**config.mk**
```make
export PLATFORM = sky130hd
export DESIGN_NAME = adc_res_avg
export DESIGN_NICKNAME = d
export VERILOG_FILES = /design/src/rtl/adc_avg_pkg.sv /design/src/rtl/avg_accum.sv /design/src/rtl/avg_scale.sv /design/src/rtl/adc_res_avg.sv
export SDC_FILE = /design/constraint.sdc
export NUM_CORES = 1
export LEC_CHECK = 0
export BUFFER_PORTS_ARGS = -buffer_cell sky130_fd_sc_hd__buf_2
export CAP_MARGIN = 20
export CORE_MARGIN = 3
export CORE_UTILIZATION = 50
export CTS_BUF_LIST = sky130_fd_sc_hd__clkbuf_4 sky130_fd_sc_hd__clkbuf_8 sky130_fd_sc_hd__clkbuf_16
export CTS_CLUSTER_SIZE = 10
export DETAILED_ROUTE_END_ITERATION = 7
export GPL_TIMING_DRIVEN = 0
export PLACE_DENSITY = 0.67
export REMOVE_ABC_BUFFERS = 1
export SYNTH_ARGS = -nofsm -noshare
export SYNTH_HDL_FRONTEND = slang
export SYNTH_SLANG_ARGS = --single-unit
```
**constraint.sdc**
```tcl
create_clock -name clk -period 8.2 [get_ports clk]
set_input_delay 1.64 -clock clk [delete_from_list [all_inputs] [get_ports clk]]
set_output_delay 1.64 -clock clk [all_outputs]
set_load 0.1 [all_outputs]
```
**src/rtl/adc_avg_pkg.sv**
```systemverilog
package adc_avg_pkg;
  typedef enum logic [1:0] {
    RES_8B  = 2'd0,
    RES_10B = 2'd1,
    RES_11B = 2'd2,
    RES_12B = 2'd3
  } res_e;

  // Samples per result for a resolution setting
  function automatic int unsigned group_len(res_e r);
    case (r)
      RES_11B: group_len = 4;
      RES_12B: group_len = 16;
      default: group_len = 1;
    endcase
  endfunction
endpackage

```
**src/rtl/avg_accum.sv**
```systemverilog
module avg_accum
  import adc_avg_pkg::*;
#(
  parameter int SAMP_W = 10,
  parameter int GRP_MAX = 16,
  localparam int CNT_W = $clog2(GRP_MAX),
  localparam int ACC_W = SAMP_W + CNT_W
) (
  input  logic              clk,
  input  logic              rst,
  input  logic              clr,
  input  logic              take,
  input  res_e              mode,
  input  logic [SAMP_W-1:0] sample,
  output logic              last,
  output logic [ACC_W-1:0]  sum_next
);
  logic [ACC_W-1:0] acc_q;
  logic [CNT_W-1:0] cnt_q;
  logic [CNT_W-1:0] final_idx;

  assign final_idx = CNT_W'(group_len(mode) - 1);
  assign sum_next  = acc_q + ACC_W'(sample);
  assign last      = take && (cnt_q == final_idx);

  always_ff @(posedge clk) begin
    if (rst || clr) begin
      acc_q <= '0;
      cnt_q <= '0;
    end else if (take) begin
      if (last) begin
        acc_q <= '0;
        cnt_q <= '0;
      end else begin
        acc_q <= sum_next;
        cnt_q <= cnt_q + 1'b1;
      end
    end
  end

  // the count never passes the group size of the current mode
  p_cnt_in_group_r3: assert property (@(posedge clk) disable iff (rst)
    !clr |-> (32'(cnt_q) < group_len(mode)));

  // nothing is left over after reset
  p_clear_after_reset_r9: assert property (@(posedge clk)
    rst |=> (cnt_q == '0) && (acc_q == '0));
endmodule

```
**src/rtl/avg_scale.sv**
```systemverilog
module avg_scale
  import adc_avg_pkg::*;
#(
  parameter int SAMP_W = 10,
  parameter int ACC_W = 14,
  localparam int OUT_W = SAMP_W + 2,
  localparam int LOW_W = SAMP_W - 2
) (
  input  res_e             mode,
  input  logic [ACC_W-1:0] sum,
  output logic [OUT_W-1:0] data
);
  always_comb begin
    case (mode)
      RES_8B:  data = OUT_W'(sum[SAMP_W-1 -: LOW_W]);
      RES_10B: data = OUT_W'(sum[SAMP_W-1:0]);
      RES_11B: data = OUT_W'(sum[SAMP_W+1:1]);
      default: data = sum[SAMP_W+3:2];
    endcase
  end
endmodule

```
**src/rtl/adc_res_avg.sv**
```systemverilog
module adc_res_avg
  import adc_avg_pkg::*;
#(
  parameter int SAMP_W = 10,
  localparam int OUT_W = SAMP_W + 2,
  localparam int GRP_MAX = 16,
  localparam int ACC_W = SAMP_W + $clog2(GRP_MAX)
) (
  input  logic              clk,
  input  logic              rst,
  input  logic [1:0]        res,
  input  logic              restart,
  input  logic              in_valid,
  output logic              in_ready,
  input  logic [SAMP_W-1:0] in_data,
  output logic              out_valid,
  input  logic              out_ready,
  output logic [OUT_W-1:0]  out_data
);
  res_e             mode, mode_q;
  logic             mode_chg, clr, take, last;
  logic [ACC_W-1:0] sum_next;
  logic [OUT_W-1:0] scaled;

  assign mode     = res_e'(res);
  assign mode_chg = (mode != mode_q);
  assign clr      = restart || mode_chg;
  assign in_ready = !rst && !clr && (!out_valid || out_ready);
  assign take     = in_valid && in_ready;

  always_ff @(posedge clk) begin
    if (rst) mode_q <= RES_8B;
    else     mode_q <= mode;
  end

  avg_accum #(.SAMP_W(SAMP_W), .GRP_MAX(GRP_MAX)) u_accum (
    .clk(clk), .rst(rst), .clr(clr), .take(take), .mode(mode),
    .sample(in_data), .last(last), .sum_next(sum_next)
  );

  avg_scale #(.SAMP_W(SAMP_W), .ACC_W(ACC_W)) u_scale (
    .mode(mode), .sum(sum_next), .data(scaled)
  );

  always_ff @(posedge clk) begin
    if (rst) begin
      out_valid <= 1'b0;
      out_data  <= '0;
    end else if (take && last) begin
      out_valid <= 1'b1;
      out_data  <= scaled;
    end else if (out_ready) begin
      out_valid <= 1'b0;
    end
  end

  // a new result only follows a completed group
  p_result_after_group_r5: assert property (@(posedge clk) disable iff (rst)
    $rose(out_valid) |-> $past(take && last));
  // held result under back-pressure
  p_hold_under_stall_r8: assert property (@(posedge clk) disable iff (rst)
    (out_valid && !out_ready) |=> (out_valid && $stable(out_data)));
  p_no_take_when_stalled_r8: assert property (@(posedge clk) disable iff (rst)
    (out_valid && !out_ready) |-> !in_ready);
  // restart blocks intake
  p_restart_blocks_r6: assert property (@(posedge clk) disable iff (rst)
    restart |-> !in_ready);
  // mode change blocks intake
  p_mode_change_blocks_r7: assert property (@(posedge clk) disable iff (rst)
    (!$past(rst) && (res != $past(res))) |-> !in_ready);
  // reset leaves no result pending
  p_reset_idle_r9: assert property (@(posedge clk)
    rst |=> !out_valid);
endmodule

```
# Word level (Yosys, flattened, before mapping)
# Cells that the tools add are included.
[op_classes] add_sub_neg=3 eq_ne=5 mux=6 reduce_logical=13
[op_table] op="case mux 12 bit (3 select lines)" count=1
[op_table] op="adder 14 x 10 -> 14 bit" count=1
[op_table] op="two-way mux 14 bit" count=1
[op_table] op="case mux 3 bit (2 select lines)" count=1
[op_table] op="logical AND 1 bit" count=5
[op_table] op="adder 4 x 1 -> 4 bit (second input constant)" count=1
[op_table] op="equality test 2 bit (second input constant)" count=2
[op_table] op="equality test 4 bit" count=1
[op_table] op="two-way mux 4 bit" count=1
[op_table] op="subtractor 4 x 1 -> 4 bit (second input constant)" count=1
[op_table] op="logical NOT 1 bit" count=3
[op_table] op="logical OR 1 bit" count=3
[op_table] op="equality test 2 x 1 -> 1 bit (second input constant)" count=1
[op_table] op="logical NOT 2 bit" count=1
[op_table] op="two-way mux 1 bit" count=2
[op_table] op="!= test 2 bit" count=1
[op_table] op="nonzero test 2 bit" count=1
[word_totals] reg_bits=33 in_bits=17 output_inout_bits=14 wordCells=32

# Longest topological paths before layout
[logic_depth] ltp_word=9 ltp_mapped=9 ltp_nobuf=8

# By module
# From an unflattened synthesis, not the netlist that was laid out.
[hier_totals] cells_unflattened=265 hier_area_um2=2219.6
[modules_own_cells] module="avg_accum" instances=1 cells_per_inst=157 area_per_inst_um2=1262.5 seq_area_each_um2=360.3
[modules_own_cells] module="adc_res_avg" instances=1 cells_per_inst=73 area_per_inst_um2=611.8 seq_area_each_um2=300.3
[modules_own_cells] module="avg_scale" instances=1 cells_per_inst=35 area_per_inst_um2=345.3 seq_area_each_um2=0.0

# Worst setup path before layout
# Ideal clock, no wire load.
[synth_timing] path_type="input-to-output" from="in res[0]" to="out in_ready" arrival_time_ns=3.822 required_ns=6.560 setup_slack_ns=2.738 cell_stages=4 n_path_buf=1 path_cell_list="xor2_1 or4_4 clkbuf_1 nor2b_1"
[synth_via] elab_chain_len=5
[synth_rtl] element="start: declaration" line_no="adc_res_avg.sv:11" text="input logic [1:0] res,"
[synth_rtl] element="!= test 2 bit" line_no="adc_res_avg.sv:26" text="assign mode_chg = (mode != mode_q);"
[synth_rtl] element="logical OR 1 bit" line_no="adc_res_avg.sv:27" text="assign clr = restart || mode_chg;"
[synth_rtl] element="logical NOT 1 bit" line_no="adc_res_avg.sv:28" text="assign in_ready = !rst && !clr && (!out_valid || out_ready);"
[synth_rtl] element="logical AND 1 bit (2 in a row)" line_no="adc_res_avg.sv:28"
[synth_rtl] element="end: declaration" line_no="adc_res_avg.sv:14" text="output logic in_ready,"
# Every way passes these cells.

# Worst setup path in the final report
[layout_timing] from="in res[1]" to="out in_ready"
# Same word-level chain as after synthesis.

==> results_tabular.tex <==
\begin{tabular}{lr}
\hline
Metric & Value \\
\hline
\multicolumn{2}{l}{\textbf{Run status}} \\
Status & completed \\
\multicolumn{2}{l}{\textbf{STA}} \\
Unrepaired setup endpoints after global routing & false \\
Relative slew margins & 31.95\% \\
Final Skew & 3.716 ps \\
FMAX & 198.7 MHz \\
Slew at the pin closest to its max-slew limit & 1019 ps \\
Smallest hold slack & 457.7 ps \\
Final worst-path cycle share & 61.36\% \\
Final Setup Violations & 0 \\
Number of hold-slack violations in the final timing report & 0 \\
Setup slack of the critical path after layout & 3168 ps \\
Fin crit period & 5032 ps \\
Number of slew-limit violations in the final report & 0 \\
Accumulated negative setup slack & 0 ps \\
\multicolumn{2}{l}{\textbf{Die}} \\
Number of top-level pins & 31 \\
Die extent in x & 72.87 um \\
Cell Rows & 23 \\
Die area & 5310 um\^{}2 \\
Starting density of the core & a little over half \\
Die Height & about 73 um \\
Standard cell core area & 4144 um\^{}2 \\
\multicolumn{2}{l}{\textbf{Global route}} \\
Number of global-route vias before repair & 1871 \\
Pin count of the biggest net entering global routing & 34 \\
Remaining Overflow, GRT & 0 \\
First-pass GRT wire length & 9273 um \\
Number of antenna violations at the first check in global routing & 0 \\
Overall track demand over capacity in global routing & 22.04\% \\
\multicolumn{2}{l}{\textbf{Logic synthesis}} \\
Post-synth EDFFs & 0 \\
Fraction of the yosys area taken by sequential cells & 29.55\% \\
Ys flop type & dfxtp\_1 \\
Number of warnings printed during yosys synthesis & 0 \\
Number of distinct library cells after synthesis & 60 \\
Per-instance average area after synthesis & $\sim$8 um\^{}2 \\
Synth Cell Area & 2236 um\^{}2 \\
Post-synthesis cell count & 284 \\
Fraction of registers with async set or reset after synthesis & 0\% \\
Number of flip-flops and latches in the synthesized netlist & 33 \\
\multicolumn{2}{l}{\textbf{Clock network}} \\
Cts-stage hold buffer count & 0 \\
Buffers inserted by post-CTS timing repair & 0 \\
Cell at the root of the clock tree & clkbuf\_8 \\
Clock network latency to the later pin of the worst-skew pair & 280 ps \\
Resized Gates After CTS & 0 \\
Reg clk slew, reported paths & 70 ps \\
Number of buffers on the longest clock path & 2 \\
Clock tree from TritonCTS & built \\
Total clock buffers created by CTS & 5 \\
Sink count of the clock tree & 33 \\
H-tree levels & 2 \\
\multicolumn{2}{l}{\textbf{Worst setup path}} \\
Arrival time reported for the critical path endpoint & 3390 ps \\
Worst reg2reg path depth & 8 \\
CP Cell Sequence & buf\_2, xor2\_1, or4\_4, nor2b\_1, buf\_2 \\
Critical path's slowest cell & or4\_4 \\
Kind of start point of the critical path & primary input \\
Most repeated library cell on the critical path & buf\_2 \\
Required time at the endpoint of the critical path & 6560 ps \\
Largest driver fanout on the critical path & 33 \\
Largest stage delay, worst path & 590 ps \\
WS Path Type & in -> out \\
Setup crit end kind & primary output \\
\multicolumn{2}{l}{\textbf{Pwr}} \\
Part of the total power dissipated in combinational logic & 15.1\% \\
Worst voltage drop across the vdd grid & 93.53 uV \\
Leakage component of the power & 0.001001 uW \\
Switching portion of total power & 26.42\% \\
Reg power frac & 42.4\% \\
Clock power share & 42.5\% \\
Overall power consumption & 384.8 uW \\
Cell-internal power & 283.1 uW \\
Net switching power of the design & between 100 and 150 uW \\
Power per Cell Area & 154.0 nW/um\^{}2 \\
\multicolumn{2}{l}{\textbf{Placement}} \\
Cells after DPL & 346 \\
Pre-CTS WS & 3163 ps \\
Count of buffers from port buffering & 30 \\
DP Wirelength & 4008 um \\
Routability cong. & 0.7668 \\
\multicolumn{2}{l}{\textbf{Finish}} \\
Finished Layout Cells & 354 \\
Most frequent cells in the layout & dfxtp\_1, buf\_2, a21oi\_1 \\
Leading cell type in the layout, fill and taps excluded & dfxtp\_1 \\
Antenna diode instance count & 0 \\
P\&R area growth vs syn & 11.75\% \\
Net count reported at finish & 332 \\
Share of layout cells above drive strength 1 & approximately 15\% \\
\multicolumn{2}{l}{\textbf{Route}} \\
First-iteration detailed-routing DRC count & about 120 \\
DRT Pass-1 Iters & 4 \\
Post-route ant nets & 0 \\
Final routed wirelength across all metal layers & 5687 um \\
Routed wire per std cell & 16.06 um \\
Vias & roughly 2200 \\
Post-detailed-route DRC marker count & 0 \\
Mean number of vias per cell & 6.088 \\
\multicolumn{2}{l}{\textbf{Flow run}} \\
Max cap viols & 0 \\
\multicolumn{2}{l}{\textbf{Worst hold path}} \\
Hold Crit Class & reg -> reg \\
Number of cells traversed by the worst hold path & 2 \\
\hline
\end{tabular}
==> final cells by class <==
| class | count | area (um^2) |
|---|---|---|
| clock buffers | 7 | 90.09 |
| clock inverters | 1 | 30.03 |
| fillers | 403 | 1645 |
| inverters | 2 | 7.507 |
| multi-input cells | 231 | 1498 |
| flip-flops and latches | 33 | 660.6 |
| well taps | 50 | 62.56 |
| repair buffers | 30 | 150.1 |
==> critical path: cells and delay by family <==
kind	cells	cell delay, ps
simple gates	2	730
xor+xnor	1	130
buf+inv	2	870
==> stage by stage <==
stage          cell area [um^2]  utilization, %
2_1_floorplan              2166               -
3_3_place_gp               2379           57.40
3_5_place_dp               2379           57.40
4_1_cts                    2499           60.30
5_1_grt                    2499           60.30
6_report                   2499           60.30
==> worst paths after layout <==
check              startpoint          endpoint  slack [ps]
max reg2reg  u_accum.acc_q[0]       out_data[9]        5470
min reg2reg  u_accum.acc_q[0]  u_accum.acc_q[0]         460
min          u_accum.acc_q[0]  u_accum.acc_q[0]         460
max                    res[1]          in_ready        3170
==> logic make-up after synthesis <==
logic type	synth area share, %
xor gates and xnor gates	3.133
buffers and inverters	3.469
and+or+nand+nor	26.80
muxes	1.903
DFF	29.55
AOI/OAI and AO/OA	28.09
adders and majority gates	7.051
==> power by group through the flow <==
| stage | clock network [uW] | logic (uW) | registers (uW) |
|---|---|---|---|
| 2_1_floorplan | 0 | 32.0 | 174 |
| 3_3_place_gp | 0 | 57.4 | 167 |
| 3_5_place_dp | 0 | 57.6 | 167 |
| 4_1_cts | 167 | 57.8 | 163 |
| 5_1_grt | 175 | 63.2 | 163 |
| 6_report | 163 | 58.1 | 163 |
==> state kept, by name, indices dropped and copies added (netlist names) <==
signal and flops:
mode_q 2, out_data 12, out_valid 1, u_accum.acc_q 14, u_accum.cnt_q 4
==> layer usage <==
metal / up-vias / global-route usage, % / wire length [um]
li1: 1096 / - / -
met1: 1001 / 31.02 / 2755
met2: 49 / 34.87 / 2599
met3: 9 / 3.168 / 260
met4: 0 / 6.557 / 71
met5: - / 0 / 0
==> synthesized netlist by cell type, types with 4 or more instances <==
library cell  instances  share of area [%]
a21oi_1              26                5.8
o21ai_0              17                3.8
nand3_1              12                2.7
a211oi_1              8                2.7
clkbuf_1             15                2.5
nand3b_1              8                2.7
nor2_1               25                4.2
dfxtp_1              33                 30
nor2b_1               9                2.5
nand2b_1              4                1.1
a22oi_1               8                2.7
a21o_1                5                1.7
xor2_1                4                1.6
nand2_1              20                3.4
xnor2_1               4                1.6
and2_1                7                2.0
ha_1                 11                6.2
nor3_1                5                1.1
a31oi_1               5                1.4
or3_1                 5                1.4
Power figures use the tool's default switching activity.
